[config.mk]
export PLATFORM = sky130hd
export DESIGN_NAME = csync_vsep
export DESIGN_NICKNAME = d
export VERILOG_FILES = /design/src/rtl/csync_pkg.sv /design/src/rtl/csync_sync.sv /design/src/rtl/csync_tick.sv /design/src/rtl/csync_core.sv /design/src/rtl/csync_vsep.sv
export SDC_FILE = /design/constraint.sdc
export NUM_CORES = 1
export LEC_CHECK = 0
export ABC_AREA = 0
export BUFFER_PORTS_ARGS = -buffer_cell sky130_fd_sc_hd__buf_2
export CORE_MARGIN = 5
export CORE_UTILIZATION = 35
export DETAILED_ROUTE_END_ITERATION = 7
export GPL_ROUTABILITY_DRIVEN = 1
export PLACE_DENSITY = 0.52
export SYNTH_ARGS = -nofsm -noshare
export SYNTH_HDL_FRONTEND = slang
export SYNTH_HIERARCHICAL = 1
export SYNTH_SLANG_ARGS = --single-unit
[constraint.sdc]
create_clock -name clk_i -period 7.7 [get_ports clk_i]
set_input_delay 1.155 -clock clk_i [delete_from_list [all_inputs] [get_ports clk_i]]
set_output_delay 1.155 -clock clk_i [all_outputs]
set_load 0.02 [all_outputs]
[src/rtl/csync_pkg.sv]
package csync_pkg;

  typedef enum logic {
    PH_SEARCH = 1'b0,
    PH_ABSENT = 1'b1
  } vsep_phase_e;

endpackage

[src/rtl/csync_sync.sv]
module csync_sync #(
  parameter int STAGES = 2
) (
  input  logic clk_i,
  input  logic rst_i,
  input  logic d_i,
  output logic q_o
);

  logic [STAGES-1:0] pipe_q;

  generate
    for (genvar s = 0; s < STAGES; s++) begin : g_stage
      if (s == 0) begin : g_first
        always_ff @(posedge clk_i) begin
          if (rst_i) pipe_q[s] <= 1'b0;
          else       pipe_q[s] <= d_i;
        end
      end else begin : g_next
        always_ff @(posedge clk_i) begin
          if (rst_i) pipe_q[s] <= 1'b0;
          else       pipe_q[s] <= pipe_q[s-1];
        end
      end
    end
  endgenerate

  assign q_o = pipe_q[STAGES-1];

endmodule

[src/rtl/csync_tick.sv]
module csync_tick #(
  parameter int CLK_DIV = 10
) (
  input  logic clk_i,
  input  logic rst_i,
  output logic tick_o
);

  localparam int DW = (CLK_DIV > 1) ? $clog2(CLK_DIV) : 1;
  localparam logic [DW-1:0] LAST = DW'(CLK_DIV - 1);

  logic [DW-1:0] div_q;

  always_ff @(posedge clk_i) begin
    if (rst_i)              div_q <= '0;
    else if (div_q == LAST) div_q <= '0;
    else                    div_q <= div_q + 1'b1;
  end

  assign tick_o = (div_q == LAST);

endmodule

[src/rtl/csync_core.sv]
module csync_core
  import csync_pkg::*;
#(
  parameter int CNT_W = 8
) (
  input  logic             clk_i,
  input  logic             rst_i,
  input  logic             tick_i,
  input  logic             sync_i,
  input  logic [CNT_W-1:0] thr_i,
  output logic [CNT_W-1:0] cnt_o,
  output vsep_phase_e      phase_o,
  output logic             vs_o
);

  localparam logic [CNT_W-1:0] CMAX = {CNT_W{1'b1}};

  logic [CNT_W-1:0] cnt_q;
  logic [CNT_W-1:0] cnt_up;
  logic [CNT_W-1:0] cnt_dn;
  vsep_phase_e      phase_q;
  logic             vs_q;

  // saturating step values
  assign cnt_up = (cnt_q == CMAX) ? CMAX : cnt_q + 1'b1;
  assign cnt_dn = (cnt_q == '0) ? '0 : cnt_q - 1'b1;

  always_ff @(posedge clk_i) begin
    if (rst_i) begin
      phase_q <= PH_SEARCH;
      cnt_q   <= '0;
      vs_q    <= 1'b0;
    end else if (tick_i) begin
      unique case (phase_q)
        PH_SEARCH: begin
          if (sync_i) begin
            if (cnt_up > thr_i) begin
              phase_q <= PH_ABSENT;
              cnt_q   <= '0;
              vs_q    <= 1'b1;
            end else begin
              cnt_q <= cnt_up;
            end
          end else begin
            cnt_q <= cnt_dn;
          end
        end
        PH_ABSENT: begin
          if (sync_i) begin
            cnt_q <= '0;
          end else if (cnt_up >= thr_i) begin
            phase_q <= PH_SEARCH;
            cnt_q   <= '0;
            vs_q    <= 1'b0;
          end else begin
            cnt_q <= cnt_up;
          end
        end
        default: begin
          phase_q <= PH_SEARCH;
          cnt_q   <= '0;
          vs_q    <= 1'b0;
        end
      endcase
    end
  end

  assign cnt_o   = cnt_q;
  assign phase_o = phase_q;
  assign vs_o    = vs_q;

endmodule

[src/rtl/csync_vsep.sv]
module csync_vsep
  import csync_pkg::*;
#(
  parameter int CLK_DIV     = 10,
  parameter int CNT_W       = 8,
  parameter int SYNC_STAGES = 2
) (
  input  logic             clk_i,
  input  logic             rst_i,
  input  logic             csync_i,
  input  logic [CNT_W-1:0] thr_i,
  output logic             vs_o
);

  logic             tick_w;
  logic             sync_w;
  logic [CNT_W-1:0] cnt_w;
  vsep_phase_e      phase_w;

  csync_sync #(.STAGES(SYNC_STAGES)) u_sync (
    .clk_i (clk_i),
    .rst_i (rst_i),
    .d_i   (csync_i),
    .q_o   (sync_w)
  );

  csync_tick #(.CLK_DIV(CLK_DIV)) u_tick (
    .clk_i  (clk_i),
    .rst_i  (rst_i),
    .tick_o (tick_w)
  );

  csync_core #(.CNT_W(CNT_W)) u_core (
    .clk_i   (clk_i),
    .rst_i   (rst_i),
    .tick_i  (tick_w),
    .sync_i  (sync_w),
    .thr_i   (thr_i),
    .cnt_o   (cnt_w),
    .phase_o (phase_w),
    .vs_o    (vs_o)
  );

endmodule

# Word level (Yosys, flattened, before mapping)
# Cells that the tools add are included.
# totals
ff_bits,16
in_bits,11
out_inout_bits,1
elab_cells,38
# classes
addsub,3
magnitude_cmp,2
eq_ne,6
mux,17
n_bitwise,1
n_reduce_logical,3
# op_table
operator,n
$mux W8,6
$pmux W8 S2,1
$add A8 B1 Y8 const B,1
$eq A8 B8 Y1 const B,1
$ge A8 B8 Y1,1
$gt A8 B8 Y1,1
$logic_not A8 Y1,1
$mux W1,8
$sub A8 B1 Y8 const B,1
$ne A2 B2 Y1 const B,3
$reduce_and A5 Y1,1
$add A4 B1 Y4 const B,1
$eq A4 B4 Y1 const B,1
$pmux W1 S2,2
$ne A2 B1 Y1 const B,1
$reduce_or A2 Y1,1
$not A1 Y1,1

# Depth between registers and ports, before layout
# Gate-level depths: netlist of the first run.
# depth
ltp_word,6
ltp_mapped,12
mapped_depth_nobuf,12

# Cells and area by module
# Netlist of the first run, hierarchy kept.
# modules_own_cells
mod,instances,cells_per_inst,area_per_inst_um2,seq_area_each_um2
csync_core,1,137,1071.0,200.2
csync_tick,1,20,183.9,80.1
csync_sync,1,4,52.6,40.0

# Worst setup path after synthesis of the first run
# Ideal clock, no wire load.
# synth_timing
path_type,input port to flip-flop
from,input thr_i[1]
to,register u_core.cnt_q[1] (netlist: u_core/cnt_o[1])
setup_ps,86
arrival_ps,2567
required_ps,7614
path_slack_ps,5046
cell_stages,8
path_buffers,0
path_cell_list,inv_1 > ha_1 > nor2b_1 > o211ai_2 > a31oi_1 > nor4_4 > o21ai_1 > a221oi_2
# synth_via
elab_chain_cells,4
word_cells_on_any_way,7
cone_classes,order compare (2); mux (5)
# synth_rtl
item,line_no,rtl
from (decl),csync_vsep.sv:11,"input logic [CNT_W-1:0] thr_i,"
$ge A8 B8 Y1 / $gt A8 B8 Y1 (equally long branches),"csync_core.sv:51, csync_core.sv:37",
"$mux W8, on equally long branches","csync_core.sv:51, csync_core.sv:37",
"$mux W8, on equally long branches","csync_core.sv:49, csync_core.sv:36",
$pmux W8 S2 *,csync_core.sv:34,unique case (phase_q)
to (signal assigned),csync_core.sv:42,cnt_q <= cnt_up;
to (signal assigned),csync_core.sv:45,cnt_q <= cnt_dn;
to (signal assigned),csync_core.sv:56,cnt_q <= cnt_up;
to (decl),csync_core.sv:18,logic [CNT_W-1:0] cnt_q;
# Every way passes the cells marked *; elsewhere a longest branch is shown, timed or not.
# A chain may end at the register's enable or synchronous reset.

# Final worst setup path of the first run
# layout_timing
from,register u_core.cnt_q[0] (netlist: u_core/cnt_o[0])
to,register u_core.cnt_q[7] (netlist: u_core/cnt_o[7])
# layout_via
elab_chain_cells,6
word_cells_on_any_way,13
cone_classes,add/sub (2); order compare (2); eq/ne (1); mux (7); reduce/logical (1)
# layout_rtl
item,line_no,rtl
$add A8 B1 Y8 / $eq A8 B8 Y1 (equally long branches),csync_core.sv:25,assign cnt_up = (cnt_q == CMAX) ? CMAX : cnt_q + 1'b1;
$mux W8,csync_core.sv:25,
$ge A8 B8 Y1 / $gt A8 B8 Y1 (equally long branches),"csync_core.sv:51, csync_core.sv:37",
"$mux W8, on equally long branches","csync_core.sv:51, csync_core.sv:37",
"$mux W8, on equally long branches","csync_core.sv:49, csync_core.sv:36",
$pmux W8 S2 *,csync_core.sv:34,
# Marked as above.

==> impl_results.md, run 1 <==
* Status: finished clean
* EDFF count, synth at 0
* Largest net degree at the start of global routing at 16
* Antenna cells at 0
* Synth Area in XOR/XNOR at under 10%
* Crit path max-delay family: simple AND/OR/NAND/NOR gates
* Routability cong. at 0.896
* Synth Net Count at between 150 and 200
* CP max FO at 8
* Worst setup SP type: register
* Initial antenna violation count at 0
* CP max stage delay at between 400 and 500 ps
* Total power at 0.163 mW
* Worst EP arrival at 3190 ps
* Site Rows at 22
* Setup TNS Final at 0 ps
* Resized Gates After CTS at 0
* Period minus WS final at around 3000 ps
* DR WL/cell at 13.1 um
* Final Hold Viols at 0
* WP data required at 7870 ps
* Critical R2R Capture: u_core/cnt_o[7]
* Vias in the first global route at 1,061
* Min-delay worst type: register to register
* Most common cell on crit path: ha_1
* WS Path Type: register to register
* Maximum vdd drop at around 0.000080 V
* Max-slew violations at 0
* Antenna Nets Post-Route at 0
* Worst Hold Launch: u_sync/pipe_q[0]
* Highest Clock Rate at 331 MHz
* Via Count at between 1,000 and 1,500
* Post-Synth Adder-Cell Area at between 10% and 20%
* Crit-path slowest cell: dfxtp_1
* Worst path bufs/invs at 0
* Combinational family with the most area after synthesis: simple AND/OR/NAND/NOR gates
* Routed wire length at between 2000 and 3000 um
* R2R cell count at 12
* Post-route cell area at approximately 1400 sq um
* Flop-to-flop setup slack at between 4000 and 5000 ps
* Mean Syn Cell Area at just over 8 sq um
* Worst r2r src: u_core/cnt_o[0]
* Slew Limit Headroom at 64.1%
* Hold Slack at 468 ps
* Die X at 71.1 um
* Placed inst area at between 1000 and 1500 sq um
* CTS root buf: clkbuf_8
* CP Capture Point: u_core/cnt_o[7]
* Critical Path Source: u_core/cnt_o[0]
* Synth Area in Simple Gates at between 20% and 30%
* DRC viols at 0
* DP Wirelength at ~2200 um
* #FFs+latches synth at 16
* Post-synth top flop: dfxtp_1
* Final core occ at about two fifths
* CTS tree: built
* CP endpoint kind: register
* Clock transition at path regs at 60 ps
* First-pass GRT wire length at ~4800 um
* Vias per cell at 5.18
* Cts bufs inserted at 3
* DIE HEIGHT at 71.1 um
* Clk sinks at 16
* Hold-fix buffers, CTS at 0
* DIE AREA at between 5000 and 6000 sq um
* Clk buf depth at 2
* Fraction of registers with async set/reset at 0%
* Cells along the critical path: ha_1 -> nand2_1 -> nor2_1 -> nand3_1 -> nand2b_1 -> ha_1 -> nor2b_1 -> o211ai_2 -> a31oi_1 -> nor4_4 -> o21ai_1 -> a211oi_2
* Lkg Pwr at ~0.6 nW
* Overflow after GRT at 0
* Unrepaired setup endpoints after global routing: false
* Tcrit/Tclk final at between 30% and 40%
* WP depth at 12
* Count of input and output buffers at 11
* Share of layout cells above drive strength 1 at between 15 and 20%
* Final Skew at 1.02 ps
* Mapped Cells at approximately 160
* Post-synthesis compound-gate area fraction at between 20% and 30%
* Setup repair bufs after CTS at 0
* Total core area at 3630 sq um
* Yosys warnings at 6
* Nets at between 150 and 200
* Worst-Margin Slew at roughly 540 ps
* H-tree levels at 1
* Endpoints failing setup at 0
* Clock Latency Late Sink at between 200 and 250 ps
* Synth unique cells at 45
* PwrDens at 115 nW/um^2
* Initial cell density of the core at a little over a third
* Total Routing Usage GR at about an eighth
* 1st-pass router iterations at 4
* Max-cap violations at 0
* DRT iter0 DRCs at 75
* Syn Std Cell Area at between 1000 and 1500 sq um
* Sequential element share of the synthesized area at about a quarter
* IO Pins at 12
* Synthesis-to-finish area growth at 8.42%
* Post-synthesis mux area share at 0%
-- worst register-to-register path, stage by stage (launching register included) --
cell	delay [ps]
dfxtp_1	410
ha_1	270
nand2_1	70
nor2_1	240
nand3_1	220
nand2b_1	180
ha_1	270
nor2b_1	150
o211ai_2	180
a31oi_1	170
nor4_4	360
o21ai_1	180
a211oi_2	240
-- how the worst min path moves through the flow --
stage / endpoint / depth (start not counted)
after floorplan: u_sync/q_o / 1
after CTS: u_sync/q_o / 1
after global routing: u_sync/q_o / 1
final: u_sync/q_o / 1
after global placement: u_sync/q_o / 1
after detailed placement: u_sync/q_o / 1
-- final cells by class --
class	instances	area [sq um]
timing repair buffer	11	55.1
multi-input combinational	124	892
sequential	16	320
tap	48	60.1
fill	396	2220
inverter	13	48.8
clock buffer	3	41.3
-- logic make-up (layout without fill, tap and decap cells) --
| group | after synthesis | after routing |
|---|---|---|
| buffers and inverters | 21 | 27 |
| XOR/XNOR | 10 | 10 |
| flip-flops | 16 | 16 |
| AO/OA/AOI/OAI | 37 | 37 |
| adder cells (fa/ha/maj) | 12 | 12 |
| AND/OR/NAND/NOR | 65 | 65 |
-- metal layers --
layer  vias up  part of all wire, %  wire length, um  GRT usage [%]
met1       523                   49             1370           15.7
met4         0                 0.57               16           4.80
met3         2                  3.4               97           2.13
met5         -                    0                0              0
met2        14                   47             1330           18.3
li1        574                    -                -              -
-- Yosys cell counts (all sizes together) (6+ instances only) --
cell	instances	area, sq um
a211oi	6	50.1
a21oi	7	38.8
buf	6	37.5
dfxtp	16	320
ha	12	150
inv	13	48.8
nand2	9	33.8
nand3	6	35.0
nor2	28	105
nor2b	6	37.5
o21ai	10	65.1
-- sequential cells by signal, summed over array words and instances, names as in the netlist --
name and cells:
u_core/cnt_o 8, u_sync/q_o 1, u_core/phase_o 1, u_core/vs_o 1, u_sync/pipe_q 1, u_tick/div_q 4
-- through the flow --
stage,std cells,setup WS [ps]
after floorplan,161,5050
after global placement,212,4810
after detailed placement,212,4730
after CTS,215,4710
after global routing,215,4370
final,215,4680
-- power breakdown --
| part | internal, mW | switching [mW] |
|---|---|---|
| Sequential | 0.0847 | 0.00233 |
| Clock | 0.0346 | 0.0264 |
| Combinational | 0.00673 | 0.00825 |
-- cells in the final DEF, fill, tap and decap left out, drive strengths merged --
cell type,Yosys,layout
a31oi,4,4
nand4,2,2
nand2,9,9
nor3,4,4
clkbuf,2,3
nor4,1,1
nand4b,1,1
o21a,1,1
o21bai,2,2
a221oi,2,2
xor2,5,5
o31ai,1,1
and4bb,1,1
nand3,6,6
dfxtp,16,16
nand3b,2,2
a211oi,6,6
ha,12,12
xnor2,5,5
nor2,28,28
nor2b,6,6
or3b,1,1
o211ai,1,1
o21ai,10,10
o41ai,1,1
inv,13,13
or2b,1,1
o311a,1,1
or4b,1,1
a21oi,7,7
a41oi,1,1
nand2b,2,2
buf,6,11
Power figures use the tool's default switching activity.
==> inputs of run 2 (changes only) <==
- clock period: 7.7 -> 2.8 ns (I/O delays scaled with it)
==> impl_results.md, run 2 (synthesis results as in run 1) <==
* Status: finished clean
* CTS root buf: clkbuf_8
* Most frequent cells in the layout: 28 x nor2_1, 14 x dfxtp_1, 12 x inv_1, 12 x ha_1
* Worst setup SP type: register
* Filler cell count at 391 (-1.3%)
* DIE AREA at 5060 sq um (unchanged)
* Period minus WS final at 2640 ps (-384 ps)
* Count of input and output buffers at 11 (unchanged)
* Clk buf depth at 2 (unchanged)
* Largest net degree at the start of global routing at 16 (unchanged)
* Commonest non-fill, non-tap cell in the layout: nor2_1
* PnR worst setup slack at 165 ps (-4520 ps)
* Placed inst area at 1460 sq um (+6.0%)
* Cts bufs inserted at 3 (unchanged)
* Antenna Nets Post-Route at 0 (unchanged)
* Routed wire length at 3140 um (+11%)
* CP endpoint kind: register
* Nets at 203 (+5.7%)
* Setup TNS Final at 0 ps (unchanged)
* IO Pins at 12 (unchanged)
* Max-cap violations at 0 (unchanged)
* Total power at 0.463 mW (+180%)
* Worst EP arrival at 2820 ps (-370 ps)
* Initial cell density of the core at 36.0% (unchanged)
* Slew Limit Headroom at 71.1% (+7.0 points)
* Overflow after GRT at 0 (unchanged)
* Post-route cell area at 1520 sq um (+7.1%)
* Clk sinks at 16 (unchanged)
* Total Routing Usage GR at 13.4% (+1.7 points)
* Min-delay worst type: primary input to register
* Clock transition at path regs at 70 ps (about the same)
* Hold Path Depth at 2 (+1)
* DRT iter0 DRCs at 60 (-20%)
* Vias in the first global route at 1,185 (+12%)
* Site Rows at 22 (unchanged)
* Maximum vdd drop at 0.000178 V (+120%)
* DIE HEIGHT at 71.1 um (unchanged)
* Tcrit/Tclk final at 94.1% (+55 points)
* H-tree levels at 1 (unchanged)
* DP Wirelength at 2340 um (+5.9%)
* Worst-Margin Slew at 433 ps (-103 ps)
* DRC viols at 0 (unchanged)
* Routability cong. at 0.775 (-13%)
* PwrDens at 305 nW/um^2 (+170%)
* First-pass GRT wire length at 5460 um (+13%)
* Share of layout cells above drive strength 1 at 24.7% (+7.4 points)
* Lkg Pwr at 0.676 nW (+13%)
* Synthesis-to-finish area growth at 16.1%
* Final Hold Viols at 0 (unchanged)
* Cell count after placement at 223 (+5.2%)
* Highest Clock Rate at 379 MHz (+15%)
* Vias per cell at 5.18 (about the same)
* CTS tree: built
* Die X at 71.1 um (unchanged)
* Total core area at 3630 sq um (unchanged)
* WS Path Type: register to register
* Via Count at 1,170 (+5.1%)
* Endpoints failing setup at 0 (unchanged)
* Max-slew violations at 0 (unchanged)
* Post-route non-filler standard cell count at 226 (+5.1%)
* R2R cell count at 11 (-1)
* DR WL/cell at 13.9 um (+6.0%)
* 1st-pass router iterations at 4 (unchanged)
* Clock Latency Late Sink at 250 ps (about the same)
* Max FFs per register at 8 (unchanged)
* Hold-fix buffers, CTS at 0 (unchanged)
* CP max FO at 5 (-3)
* Placement Setup Slack at 133 ps (-4600 ps)
* WP data required at 2990 ps (-4880 ps)
* Antenna cells at 0 (unchanged)
* Initial antenna violation count at 0 (unchanged)
* Final Skew at 3.50 ps (+2.49 ps)
run 2: cell count changes in the layout (fill, tap and decap cells not counted):
cell,previous run,this run
and4bb_2,1,0
nor3_2,3,2
dfxtp_1,16,14
and4bb_4,0,1
nand3_1,5,4
inv_2,0,1
nand3_2,1,2
inv_1,13,12
dfxtp_2,0,2
buf_4,0,11
nor3_4,0,1
run 2: final timing paths:
| check | start | to | slack, ps |
|---|---|---|---|
| worst max-delay path | u_core/cnt_o[0] | u_core/vs_o | 160 |
| worst min-delay path | csync_i | u_sync/pipe_q[0] | 380 |
| worst max register to register | u_core/cnt_o[0] | u_core/vs_o | 160 |
| worst min register to register | u_sync/pipe_q[0] | u_sync/q_o | 450 |
run 2: timing repair:
item / in CTS / in global routing
gates resized for setup: 0 / 6
buffers inserted: 0 / 0
endpoints found under the setup margin: 0 / 9
run 2: layout make-up:
| cell class | instances | area, sq um | area share, % |
|---|---|---|---|
| multi-input combinational | 124 | 907 | 59.8 |
| sequential | 16 | 323 | 21.3 |
| timing repair buffer | 22 | 138 | 9.07 |
| tap | 48 | 60.1 | 3.96 |
| inverter | 13 | 48.8 | 3.22 |
| clock buffer | 3 | 41.3 | 2.72 |
run 2: per-layer routing:
metal  share of wire [%]  GRT usage, %  vias to the layer above
li1                    -             -                      595
met1                  46          16.1                      555
met2                  50          23.8                       16
met3                 2.5          2.84                        4
met4                 1.1          3.97                        0
met5                   0             0                        -
run 2: critical path, cell delays in order, from the launching register on:
cell and delay, ps:
dfxtp_2 340, ha_1 220, buf_4 150, nor2b_1 120, a41oi_1 170, ha_1 380, nand4_1 170, nand2b_1 200
a21oi_2 120, nor2b_1 70, or4b_1 510, a21oi_1 130
run 2: metrics by stage:
| stage | hold WS (ps) | utilization (%) |
|---|---|---|
| after floorplan | 414 | - |
| after global placement | 432 | 40.2 |
| after detailed placement | 434 | 40.2 |
| after CTS | 374 | 41.3 |
| after global routing | 386 | 41.8 |
| final | 377 | 41.8 |
run 2: where the power goes:
group	internal [mW]	switching, mW	total, mW
combinational	0.0200	0.0241	0.0441
sequential	0.233	0.00604	0.239
clock	0.0955	0.0842	0.180
total	0.348	0.114	0.463
==> inputs of run 3 (changes only) <==
- CORE_UTILIZATION: 35 -> 58
- CTS_BUF_LIST: unset -> sky130_fd_sc_hd__clkbuf_16
- PLACE_DENSITY: 0.52 -> 0.78
==> impl_results.md, run 3 (synthesis results as in run 1) <==
* Clk buf depth at 2 (unchanged)
* Most common cell on crit path: nor2b_1
* Cts bufs inserted at 3 (unchanged)
* Maximum vdd drop at 0.000446 V (+150%)
* Total Routing Usage GR at 19.7% (+6.3 points)
* H-tree levels at 1 (unchanged)
* Placement Setup Slack at -31.0 ps (-164 ps)
* Most frequent cells in the layout: 27 x nor2_1, 12 x inv_1, 11 x buf_2, 11 x dfxtp_1
* Clk sinks at 16 (unchanged)
* Total core area at 2190 sq um (-40%)
* Initial cell density of the core at 59.7% (+24 points)
* Clock transition at path regs at 50 ps (-20 ps)
* Antenna Nets Post-Route at 0 (unchanged)
* Total power at 0.565 mW (+22%)
* CP max stage delay at 510 ps (about the same)
* Worst-Margin Slew at 510 ps (+76.4 ps)
* Tcrit/Tclk final at 97.1% (+3.0 points)
* Setup TNS Final at 0 ps (unchanged)
* Initial antenna violation count at 0 (unchanged)
* Flop-to-flop setup slack at 80 ps (-80 ps)
* Vias in the first global route at 1,159 (-2.2%)
* Clock Latency Late Sink at 250 ps (about the same)
* Max FFs per register at 8 (unchanged)
* Worst EP arrival at 2900 ps (+80 ps)
* CTS root buf: clkbuf_16
* Slew Limit Headroom at 66.0% (-5.1 points)
* Worst setup SP type: register
* Largest net degree at the start of global routing at 16 (unchanged)
* Via Count at 1,221 (+4.4%)
* R2R cell count at 11 (unchanged)
* PnR worst setup slack at 80.0 ps (-84.5 ps)
* Cell count after placement at 199 (-11%)
* Max-slew violations at 0 (unchanged)
* Overflow after GRT at 0 (unchanged)
* Min-delay worst type: primary input to register
* 1st-pass router iterations at 4 (unchanged)
* Final core occ at 72.8% (+31 points)
* Critical Path Source: u_core/cnt_o[0]
* Post-route non-filler standard cell count at 206 (-8.8%)
* DRT iter0 DRCs at 61 (+1.7%)
* Count of input and output buffers at 11 (unchanged)
* DIE AREA at 3300 sq um (-35%)
* Nets at 202 (-0.49%)
* DIE HEIGHT at 57.5 um (-19%)
* Lkg Pwr at 0.687 nW (+1.6%)
* Die X at 57.5 um (-19%)
* DR WL/cell at 15.1 um (+8.9%)
* IO Pins at 12 (unchanged)
* DRC viols at 0 (unchanged)
* Routed wire length at 3110 um (-0.76%)
* Routability cong. at 0.924 (+19%)
* Final Skew at 3.22 ps (-0.285 ps)
* Hold-fix buffers, CTS at 0 (unchanged)
* CP endpoint kind: register
* Vias per cell at 5.93 (+14%)
* Synthesis-to-finish area growth at 21.9%
* Cells along the critical path: ha_2 -> buf_4 -> nor2b_1 -> a41oi_2 -> ha_4 -> nand4_1 -> nand2b_1 -> a21oi_2 -> nor2b_1 -> or4b_1 -> a21oi_1
* Antenna cells at 0 (unchanged)
* Status: finished clean
* CP max FO at 5 (unchanged)
* DP Wirelength at 2250 um (-3.9%)
* Final Hold Viols at 0 (unchanged)
* CP Capture Point: u_core/vs_o
* WP data required at 2980 ps (about the same)
* Endpoints failing setup at 0 (unchanged)
* Placed inst area at 1400 sq um (-3.8%)
* Worst r2r src: u_core/cnt_o[0]
* PwrDens at 354 nW/um^2 (+16%)
* Critical R2R Capture: u_core/vs_o
* Hold Slack at 389 ps (+12.9 ps)
* Commonest non-fill, non-tap cell in the layout: nor2_1
* WS Path Type: register to register
* Post-route cell area at 1590 sq um (+5.0%)
* Highest Clock Rate at 368 MHz (-3.1%)
* Max-cap violations at 0 (unchanged)
* Share of layout cells above drive strength 1 at 29.8% (+5.1 points)
* First-pass GRT wire length at 5130 um (-6.1%)
* Site Rows at 17 (-23%)
* CTS tree: built
* Period minus WS final at 2720 ps (+84.5 ps)
* Crit-path slowest cell: or4b_1
run 3: where the power goes:
group	total [mW]	switching (mW)	internal, mW
clock network	0.280	0.0908	0.190
registers	0.239	0.00610	0.233
logic	0.0450	0.0246	0.0204
run 3: worst min path at each step:
stage	from	to	cells past startpoint
after global placement	u_sync/pipe_q[0]	u_sync/q_o	1
final	csync_i	u_sync/pipe_q[0]	2
after global routing	csync_i	u_sync/pipe_q[0]	2
after floorplan	u_sync/pipe_q[0]	u_sync/q_o	1
after detailed placement	u_sync/pipe_q[0]	u_sync/q_o	1
after CTS	csync_i	u_sync/pipe_q[0]	2
run 3: layout make-up:
| type | count | area [sq um] |
|---|---|---|
| inverters | 13 | 48.8 |
| multi-input cells | 124 | 975 |
| flip-flops and latches | 16 | 327 |
| clock buffers | 3 | 75.1 |
| fillers | 151 | 597 |
| repair buffers | 21 | 130 |
| clock inverters | 1 | 3.75 |
| well taps | 28 | 35.0 |
run 3: layer usage:
| metal | share of wire, % | vias up | global-route usage [%] |
|---|---|---|---|
| met5 | 0 | - | 0 |
| met4 | 2.1 | 0 | 5.96 |
| met3 | 7.0 | 8 | 5.88 |
| met2 | 49 | 46 | 33.5 |
| met1 | 42 | 570 | 23.6 |
| li1 | - | 597 | - |
run 3: timing repair:
item                       CTS  global route
resized for setup            1            19
pin swaps                    1             6
setup buffers                1             2
setup endpoints to repair    8            10
run 3: critical path: cells and delay by family (launching register included):
family	cells	cell delay, ps
buffers and inverters	1	140
DFF	1	340
adders and majority gates	2	550
AOI/OAI and AO/OA	3	470
and+or+nand+nor	5	1160
